`src/rtl/irq_cond_pkg.sv`:
```
package irq_cond_pkg;

  localparam int MODE_W = 3;

  typedef logic [MODE_W-1:0] pin_mode_t;

  // Low two bits equal to 11 select level detection.
  function automatic logic mode_is_level(pin_mode_t m);
    return m[1:0] == 2'b11;
  endfunction

  // Filter is used for all codes with bit 2 low, and for high-level 111.
  function automatic logic mode_filter_on(pin_mode_t m);
    return (m[2] == 1'b0) || (m == 3'b111);
  endfunction

  function automatic logic mode_rise(pin_mode_t m);
    return (m[1:0] == 2'b01) || (m[1:0] == 2'b10);
  endfunction

  function automatic logic mode_fall(pin_mode_t m);
    return (m[1:0] == 2'b00) || (m[1:0] == 2'b10);
  endfunction

  // For level codes, bit 2 picks the active polarity.
  function automatic logic mode_level_high(pin_mode_t m);
    return m[2];
  endfunction

endpackage

```
`src/rtl/irq_sync_stage.sv`:
```
module irq_sync_stage #(
  parameter int STAGES = 2
) (
  input  logic clk,
  input  logic rst_n,
  input  logic din,
  input  logic bypass,
  output logic dout
);

  logic [STAGES-1:0] chain_q;
  logic              sync_tap;

  always_ff @(posedge clk or negedge rst_n) begin
    if (!rst_n) chain_q <= '0;
    else        chain_q <= {chain_q[STAGES-2:0], din};
  end

  assign sync_tap = chain_q[STAGES-1];
  assign dout     = bypass ? din : sync_tap;

  // Edges seen since reset, saturating, so that history checks start clean.
  logic [1:0] age_q;
  always_ff @(posedge clk or negedge rst_n) begin
    if (!rst_n)              age_q <= '0;
    else if (age_q != 2'd2)  age_q <= age_q + 2'd1;
  end

  generate
    if (STAGES == 2) begin : g_chk2
      assert_sync_delay_R2: assert property (@(posedge clk) disable iff (!rst_n)
        (age_q == 2'd2 && !bypass && !$past(bypass) && !$past(bypass, 2))
          |-> (dout == $past(din, 2)));
    end
  endgenerate

endmodule

```
`src/rtl/irq_glitch_filter.sv`:
```
module irq_glitch_filter #(
  parameter int DEPTH = 3
) (
  input  logic clk,
  input  logic rst_n,
  input  logic din,
  input  logic enable,
  output logic dout
);

  localparam int RW = $clog2(DEPTH + 1);

  logic [DEPTH-1:0] hist_q;
  logic             filt_q;
  logic             all_same;

  always_ff @(posedge clk or negedge rst_n) begin
    if (!rst_n) hist_q <= '0;
    else        hist_q <= {hist_q[DEPTH-2:0], din};
  end

  assign all_same = (&hist_q) | (~|hist_q);

  always_ff @(posedge clk or negedge rst_n) begin
    if (!rst_n)        filt_q <= 1'b0;
    else if (all_same) filt_q <= hist_q[0];
  end

  assign dout = enable ? filt_q : din;

  // Independent run-length tracker of the raw input for the checker.
  logic          last_in_q;
  logic [RW-1:0] run_q;
  always_ff @(posedge clk or negedge rst_n) begin
    if (!rst_n) begin
      last_in_q <= 1'b0;
      run_q     <= '0;
    end else begin
      last_in_q <= din;
      if (din != last_in_q)          run_q <= '0;
      else if (run_q != RW'(DEPTH))  run_q <= run_q + 1'b1;
    end
  end

  assert_filter_stable_R7: assert property (@(posedge clk) disable iff (!rst_n)
    (filt_q != $past(filt_q))
      |-> (($past(run_q) >= RW'(DEPTH - 1)) && ($past(last_in_q) == filt_q)));

endmodule

```
`src/rtl/irq_trigger_cell.sv`:
```
module irq_trigger_cell (
  input  logic clk,
  input  logic rst_n,
  input  logic cond,
  input  logic level_sel,
  input  logic rise_en,
  input  logic fall_en,
  input  logic level_high,
  input  logic clr,
  output logic pend
);

  logic prev_q;
  logic pend_q;
  logic edge_hit;
  logic active;

  always_ff @(posedge clk or negedge rst_n) begin
    if (!rst_n) prev_q <= 1'b0;
    else        prev_q <= cond;
  end

  assign edge_hit = (rise_en & cond & ~prev_q) | (fall_en & ~cond & prev_q);
  assign active   = level_high ? cond : ~cond;

  always_ff @(posedge clk or negedge rst_n) begin
    if (!rst_n)         pend_q <= 1'b0;
    else if (level_sel) pend_q <= active;
    else                pend_q <= edge_hit | (pend_q & ~clr);
  end

  assign pend = pend_q;

  assert_edge_sticky_R3: assert property (@(posedge clk) disable iff (!rst_n)
    (!$past(level_sel) && $past(pend) && !$past(clr)) |-> pend);

  assert_clear_wins_R4: assert property (@(posedge clk) disable iff (!rst_n)
    (!$past(level_sel) && $past(clr) && !$past(edge_hit)) |-> !pend);

  assert_edge_capture_R4: assert property (@(posedge clk) disable iff (!rst_n)
    (!$past(level_sel) && $past(edge_hit)) |-> pend);

  assert_level_follow_R9: assert property (@(posedge clk) disable iff (!rst_n)
    $past(level_sel) |-> (pend == $past(active)));

endmodule

```
`src/rtl/irq_source_conditioner.sv`:
```
module irq_source_conditioner
  import irq_cond_pkg::*;
#(
  parameter int SRC_W      = 32,
  parameter int EXT_N      = 4,
  parameter int INT_N      = 15,
  parameter int SYNC_DEPTH = 2,
  parameter int FILT_DEPTH = 3
) (
  input  logic                    clk,
  input  logic                    rst_n,
  input  logic [SRC_W-1:0]        src_raw,
  input  logic                    trig_we,
  input  logic [SRC_W-1:0]        trig_wdata,
  input  logic                    sync_we,
  input  logic [SRC_W-1:0]        sync_wdata,
  input  logic                    pmode_we,
  input  logic [EXT_N*MODE_W-1:0] pmode_wdata,
  input  logic                    clr_we,
  input  logic [SRC_W-1:0]        clr_wdata,
  output logic [SRC_W-1:0]        trig_rd,
  output logic [SRC_W-1:0]        sync_rd,
  output logic [EXT_N*MODE_W-1:0] pmode_rd,
  output logic [SRC_W-1:0]        pending
);

  localparam int INT_LO = EXT_N;
  localparam int INT_HI = EXT_N + INT_N - 1;
  localparam int USED   = EXT_N + INT_N;

  // Configuration registers
  logic [INT_N-1:0]        trig_q;
  logic [INT_N-1:0]        byp_q;
  logic [EXT_N*MODE_W-1:0] pmode_q;

  always_ff @(posedge clk or negedge rst_n) begin
    if (!rst_n) begin
      trig_q  <= '0;
      byp_q   <= '0;
      pmode_q <= '0;
    end else begin
      if (trig_we)  trig_q  <= trig_wdata[INT_HI:INT_LO];
      if (sync_we)  byp_q   <= sync_wdata[INT_HI:INT_LO];
      if (pmode_we) pmode_q <= pmode_wdata;
    end
  end

  logic [SRC_W-1:0] clr_vec;
  assign clr_vec = clr_we ? clr_wdata : '0;

  logic [USED-1:0] pend_used;

  // External pins: always synchronized, then filter, then mode decode.
  generate
    for (genvar p = 0; p < EXT_N; p++) begin : g_pin
      pin_mode_t mode;
      logic      synced;
      logic      cond;

      assign mode = pmode_q[p*MODE_W +: MODE_W];

      irq_sync_stage #(.STAGES(SYNC_DEPTH)) u_sync (
        .clk    (clk),
        .rst_n  (rst_n),
        .din    (src_raw[p]),
        .bypass (1'b0),
        .dout   (synced)
      );

      irq_glitch_filter #(.DEPTH(FILT_DEPTH)) u_filt (
        .clk    (clk),
        .rst_n  (rst_n),
        .din    (synced),
        .enable (mode_filter_on(mode)),
        .dout   (cond)
      );

      irq_trigger_cell u_cell (
        .clk        (clk),
        .rst_n      (rst_n),
        .cond       (cond),
        .level_sel  (mode_is_level(mode)),
        .rise_en    (mode_rise(mode)),
        .fall_en    (mode_fall(mode)),
        .level_high (mode_level_high(mode)),
        .clr        (clr_vec[p]),
        .pend       (pend_used[p])
      );
    end

    // Internal sources: optional synchronizer, active-high edge or level.
    for (genvar s = 0; s < INT_N; s++) begin : g_int
      logic cond;

      irq_sync_stage #(.STAGES(SYNC_DEPTH)) u_sync (
        .clk    (clk),
        .rst_n  (rst_n),
        .din    (src_raw[INT_LO + s]),
        .bypass (byp_q[s]),
        .dout   (cond)
      );

      irq_trigger_cell u_cell (
        .clk        (clk),
        .rst_n      (rst_n),
        .cond       (cond),
        .level_sel  (trig_q[s]),
        .rise_en    (1'b1),
        .fall_en    (1'b0),
        .level_high (1'b1),
        .clr        (clr_vec[INT_LO + s]),
        .pend       (pend_used[INT_LO + s])
      );
    end
  endgenerate

  // Readback and output assembly; reserved positions stay zero.
  always_comb begin
    trig_rd                = '0;
    trig_rd[INT_HI:INT_LO] = trig_q;
    sync_rd                = '0;
    sync_rd[INT_HI:INT_LO] = byp_q;
    pending                = '0;
    pending[USED-1:0]      = pend_used;
  end

  assign pmode_rd = pmode_q;

  logic unused_bits;
  assign unused_bits = ^{trig_wdata[SRC_W-1:USED], trig_wdata[EXT_N-1:0],
                         sync_wdata[SRC_W-1:USED], sync_wdata[EXT_N-1:0],
                         src_raw[SRC_W-1:USED], clr_vec[SRC_W-1:USED]};

  assert_trig_store_R5: assert property (@(posedge clk) disable iff (!rst_n)
    $past(trig_we) |-> (trig_rd == ($past(trig_wdata) & {{(SRC_W-USED){1'b0}}, {INT_N{1'b1}}, {EXT_N{1'b0}}})));

endmodule

```
`config.mk`:
```
export PLATFORM = sky130hd
export DESIGN_NAME = irq_source_conditioner
export DESIGN_NICKNAME = d
export VERILOG_FILES = /design/src/rtl/irq_cond_pkg.sv /design/src/rtl/irq_sync_stage.sv /design/src/rtl/irq_glitch_filter.sv /design/src/rtl/irq_trigger_cell.sv /design/src/rtl/irq_source_conditioner.sv
export SDC_FILE = /design/constraint.sdc
export NUM_CORES = 1
export LEC_CHECK = 0
export ABC_AREA = 1
export BUFFER_PORTS_ARGS = -buffer_cell sky130_fd_sc_hd__buf_2
export CORE_ASPECT_RATIO = 1.25
export CORE_MARGIN = 2
export CORE_UTILIZATION = 37
export DETAILED_ROUTE_END_ITERATION = 16
export PLACE_DENSITY = 0.75
export SYNTH_ARGS = -nofsm -noshare
export SYNTH_HDL_FRONTEND = slang
export SYNTH_SLANG_ARGS = --single-unit
```
`constraint.sdc`:
```
create_clock -name clk -period 2 [get_ports clk]
set_input_delay 0.1 -clock clk [delete_from_list [all_inputs] [get_ports clk]]
set_output_delay 0.1 -clock clk [all_outputs]
set_load 0.05 [all_outputs]
```
---- Word level (Yosys, flattened, before mapping) ----
Cells that the tools add are included.
storage, ports and cells
  register bits ........................... 134
  word-level logic and storage cells ...... 278
  input bits .............................. 146
cells by class
  multiplexer cells ....................... 43
  reduce and logical (&&, ||, !) cells .... 28
  equality and inequality tests ........... 16
  bitwise logic cells ..................... 123
operator list
  operator              count
  $and A1 B1 Y1         50
  $not A1 Y1            46
  $mux W1               42
  $or A1 B1 Y1          27
  $mux W19              1
  $eq A2 B2 Y1 const B  8
  $eq A3 B3 Y1 const B  4
  $logic_or A1 B1 Y1    12
  $reduce_and A3 Y1     4
  $reduce_or A3 Y1      4
  $eq A2 B1 Y1 const B  4
  $logic_not A2 Y1      4
  $logic_not A1 Y1      4

---- Depth between registers and ports, before layout ----
  depth after elaboration ................. 9
  depth in mapped cells ................... 8

---- Modules after synthesis ----
A second synthesis with hierarchy kept.
unflattened totals
  cells, all modules ...................... 751
  area, all modules ....................... 6190.9 µm²
modules (own cells, without submodules)
  module                  area each (µm²)  cells each  sequential area each (µm²)  times used
  irq_source_conditioner  2412.3           300         1051.0                      1
  irq_trigger_cell        105.1            15          50.0                        19
  irq_sync_stage          65.1             6           50.0                        19
  irq_glitch_filter       136.4            13          100.1                       4

---- Worst setup path before layout ----
Ideal clock, no wire load.
  path kind ............................... reg-to-reg
  start point ............................. register pmode_q[0], in the netlist pmode_rd[0]
  end point ............................... register g_pin[0].u_cell.pend_q
  setup time .............................. 0.113 ns
  setup slack ............................. 0.537 ns
  cell stages (with the launch flop) ...... 9
  buffers on the path ..................... 0
  arrival time ............................ 1.350 ns
  clock period less this slack ............ 1.463 ns
  cell sequence ........................... dfrtp_1 inv_1 ha_1 inv_1 nor2_1 nand3_1 nand3_1 nand2_1 inv_1
on the way
  longest elaborated chain between the ends .. 9
  elaborated cells on any way between the ends .. 18
RTL lines
  what                        line                                            RTL
  from (decl)                 irq_source_conditioner.sv:34                    logic [EXT_N*MODE_W-1:0] pmode_q;
  from (signal assigned)      irq_source_conditioner.sv:44                    if (pmode_we) pmode_q <= pmode_wdata;
  $eq A3 B3 Y1                irq_cond_pkg.sv:14                              return (m[2] == 1'b0) || (m == 3'b111);
  $logic_or A1 B1 Y1          irq_cond_pkg.sv:14
  $mux W1                     irq_glitch_filter.sv:29                         assign dout = enable ? filt_q : din;
  $not A1 Y1                  irq_trigger_cell.sv:23, irq_trigger_cell.sv:24
  $and A1 B1 Y1 (2 in a row)  irq_trigger_cell.sv:23                          assign edge_hit = (rise_en & cond & ~prev_q) | (fall_en & ~cond & prev_q);
  $or A1 B1 Y1                irq_trigger_cell.sv:23
  $or A1 B1 Y1                irq_trigger_cell.sv:29                          else pend_q <= edge_hit | (pend_q & ~clr);
  $mux W1 (*)                 irq_trigger_cell.sv:28                          else if (level_sel) pend_q <= active;
  to (signal assigned)        irq_trigger_cell.sv:28
  to (signal assigned)        irq_trigger_cell.sv:29
  to (decl)                   irq_trigger_cell.sv:14                          logic pend_q;
Mark *: on every way between the ends. The rest lies on a longest branch, timed or not.
A chain may end at the register's enable or synchronous reset.

---- Final worst setup path ----
  start point ............................. register pmode_q[8], in the netlist pmode_rd[8]
  end point ............................... output pmode_rd[8]
RTL lines
  what       line                          RTL
  to (decl)  irq_source_conditioner.sv:23  output logic [EXT_N*MODE_W-1:0] pmode_rd,
No word-level cell between the ends.

==> impl_results.md <==
* Capture instance of the worst register-to-register path: g_pin[3].u_cell.pend$_DFF_PN0_
* Largest net degree at the start of global routing at 67
* Cell class contributing the biggest share of worst-path delay: flip-flops
* Category of the worst setup path launch point: flop
* FF/Latch Area at 3350 um^2
* Via total after detailed routing at 4,271
* Clock root buffer: sky130_fd_sc_hd__clkbuf_16
* Number of routed nets with antenna violations at 0
* Sw Ratio at 30.6%
* Arrival time worst endpoint at 1.19 ns
* Reg2Reg Setup Slack at 0.78 ns
* Instance count on the critical path at 1
* Antenna cells at 0
* Worst-Margin Slew at 0.611 ns
* Critical Path Source: pmode_rd[8]$_DFFE_PN0P_
* Die span in y at 144 um
* Worst reg2reg startpoint: pmode_rd[10]$_DFFE_PN0P_
* Setup slack after placement at 0.790 ns
* Share of flip-flops with an asynchronous set or reset at 100%
* Maximum clock insertion buffer count at 2
* Placed cell area at 6160 um^2
* Final non-filler cell area at 7570 um^2
* Post-cts sizing count at 0
* Class of the most critical setup path: flop to output port
* Insertion delay to the later sink of the worst-skew pair at 0.40 ns
* CTS tree: done
* Fill cell total of the finished layout at 1,417
* Combinational cell fraction of total power at 20.6%
* Longest individual stage delay on the worst path at 0.47 ns
* Clock-pin transition on the worst setup and hold timing paths at 0.05 ns
* Worst-path cell chain: buf_2
* I/O pin cnt at 254
* Int Power at 5.64 mW
* Num CTS Buffers at 17
* Power density over the cells at 1070 nW/um^2
* Syn Inst Count at 599
* Distinct cell type count after synthesis at 16
* Outcome: finished, final reports clean
* Highest clock rate at 776 MHz
* PnR worst setup slack at 0.711 ns
* Ys Warns at 0
* Number of failing hold endpoints at the final stage at 0
* Number of buffers inserted by post-CTS setup repair at 0
* Setup total negative slack at 0 ns
* Total gr overflow at 0
* Wire length of the first global-routing pass at 20,600 um
* Total net switching power at 2.49 mW
* Post-route core utilization at 49.0%
* Synth-to-layout area growth at 31.0%
* Last weighted congestion value of the routability-driven placer at 0.737
* Placeable core area at 15,400 um^2
* Antenna violations before repair at 0
* Average footprint of a synthesized cell at 9.65 um^2
* Overall die area at 16,600 um^2
* Detailed router's first-iteration violation count at 238
* Tmin final at 1.29 ns
* GRT Util Overall at 16.3%
* Leakage at 3.99 nW
* # DRC at 0
* Depth of the worst register-to-register path at 7
* Starting density of the core at 37.4%
* Post-detailed-routing wire length at 12,800 um
* Worst setup endpoint: pmode_rd[8]
* Type of the worst min-delay path: input port to flop
* Site Rows at 51
* Cell at the slowest stage of the critical path: sky130_fd_sc_hd__dfrtp_1
* Total standard cell area after synthesis at 5780 um^2
* Maximum level of the CTS H-tree at 4
* Number of nets at the end of the flow at 937
* IO buf count at 146
* Worst-path fanout max at 7
* Routed WL per cell at 12.8 um
* Detailed placer's ending HPWL at 7950 um
* Clock Power Share at 40.8%
* Sequential share of power at 38.6%
* Width of the die at 116 um
* Capturing element type of the critical path: output port
* Multi-input gate area at 1550 um^2
* Post-DR vias/cell at 4.25
* Unrepaired setup endpoints after global routing: no
* Most used DFF post-synth: sky130_fd_sc_hd__dfrtp_1
* Vias in the first global route at 4,417
* Worst voltage drop across the vdd grid at 0.612 mV
* Worst path bufs/invs at 1
* Period Utilization, post-route at 64.5%
* Number of hold-repair buffers added at the cts stage at 77
* Pins Over Slew Limit at 0
* Final setup violation count at 0
* Share of layout cells above drive strength 1 at 23.9%
* Number of violations of the max-capacitance limit at 0
* Number of synthesized flops with an enable pin at 0
* DR pass1 iterations at 4
* Critical path data required time at 1.90 ns
* Clock Skews at 0.00444 ns
* Tightest slew margin relative to the limit at 59.2%
* Sequential area share after synthesis at 58.0%
* Number of flip-flops and latches in the synthesized netlist at 134
* Sink Count at 134
==> Yosys cell counts, drive strengths merged (2+ instances only) <==
master	n	share of area, %
o21ai	42	3.6
buf	108	14
nand3	39	3.4
inv	62	4.0
nand2	167	11
dfrtp	134	58
nor2	12	0.78
ha	12	2.6
nor3	4	0.35
a21oi	12	1.0
mux2	4	0.78
clkbuf	2	0.13
==> power groups by stage <==
stage          Combinational (mW)  Sequential (mW)  Clock, mW
6_report                     1.68             3.14       3.31
3_3_place_gp                 1.53             3.18          0
4_1_cts                      1.67             3.14       3.40
3_5_place_dp                 1.55             3.18          0
2_1_floorplan                1.39             3.20          0
5_1_grt                      1.83             3.17       3.53
==> final cells by class <==
| class | count | area share, % |
|---|---|---|
| Inverter | 62 | 3.07 |
| Tap cell | 212 | 3.50 |
| Clock inverter | 8 | 1.90 |
| Sequential cell | 134 | 44.3 |
| Timing Repair Buffer | 225 | 20.3 |
| Multi-Input combinational cell | 339 | 20.5 |
| Clock buffer | 24 | 6.49 |
==> layer usage <==
layer  GRT usage [%]  wire [um]
met5               0          0
met4            5.45        173
met3            6.58       1020
met2            27.5       6280
met1            18.6       5330
==> cells in the final DEF, fill, tap and decap left out <==
cell type,Yosys,routed
sky130_fd_sc_hd__nand2_1,159,159
sky130_fd_sc_hd__buf_2,5,145
sky130_fd_sc_hd__dfrtp_1,134,134
sky130_fd_sc_hd__dlygate4sd3_1,0,77
sky130_fd_sc_hd__inv_1,62,62
sky130_fd_sc_hd__conb_1,1,47
sky130_fd_sc_hd__o21ai_0,42,42
sky130_fd_sc_hd__nand3_1,39,39
sky130_fd_sc_hd__clkbuf_16,0,17
sky130_fd_sc_hd__nor2_1,12,12
sky130_fd_sc_hd__a21oi_1,12,12
sky130_fd_sc_hd__ha_1,12,12
sky130_fd_sc_hd__nand2_2,8,8
sky130_fd_sc_hd__nor3_1,4,4
sky130_fd_sc_hd__mux2_2,4,4
sky130_fd_sc_hd__bufinv_16,0,4
sky130_fd_sc_hd__clkbuf_8,0,4
sky130_fd_sc_hd__clkbuf_1,2,3
sky130_fd_sc_hd__clkinv_2,0,3
sky130_fd_sc_hd__clkinv_4,0,1
sky130_fd_sc_hd__buf_6,3,1
sky130_fd_sc_hd__buf_12,0,1
sky130_fd_sc_hd__buf_4,100,1
==> how the worst min path moves through the flow <==
| stage | depth (start not counted) | startpoint | end |
|---|---|---|---|
| after floorplan | 0 | rst_n | byp_q[0]$_DFFE_PN0P_ |
| after detailed placement | 1 | rst_n | g_int[3].u_sync.chain_q[0]$_DFF_PN0_ |
| final | 6 | clr_wdata[0] | g_pin[0].u_cell.pend$_DFF_PN0_ |
| after CTS | 6 | clr_wdata[3] | g_pin[3].u_cell.pend$_DFF_PN0_ |
| after global placement | 1 | rst_n | byp_q[3]$_DFFE_PN0P_ |
| after global routing | 6 | clr_wdata[1] | g_pin[1].u_cell.pend$_DFF_PN0_ |
==> flip-flops by register name, indices dropped and copies added (netlist names), 8 cells and up <==
| signal | flops |
|---|---|
| g_int.u_sync.chain_q | 30 |
| byp_q | 15 |
| g_int.u_cell.pend | 15 |
| g_int.u_cell.prev_q | 15 |
| trig_q | 15 |
| g_pin.u_filt.hist_q | 12 |
| pmode_rd | 12 |
| g_pin.u_sync.chain_q | 8 |
==> through the flow <==
stage | power [mW] | hold WS [ns] | cells
3_5_place_dp | 4.73 | 0.0501 | 895
3_3_place_gp | 4.71 | 0.0508 | 895
6_report | 8.13 | 0.0940 | 1004
5_1_grt | 8.53 | 0.110 | 1004
2_1_floorplan | 4.59 | -0.196 | 645
4_1_cts | 8.22 | 0.0712 | 1004
==> cells by family after synthesis <==
| group | Yosys count | synth area share, % |
|---|---|---|
| other | 1 | 0.0649 |
| buffers and inverters | 172 | 18.2 |
| adders and majority gates | 12 | 2.60 |
| muxes | 4 | 0.779 |
| AOI/OAI and AO/OA | 54 | 4.68 |
| and+or+nand+nor | 222 | 15.7 |
| DFF | 134 | 58.0 |
Power figures use the tool's default switching activity.
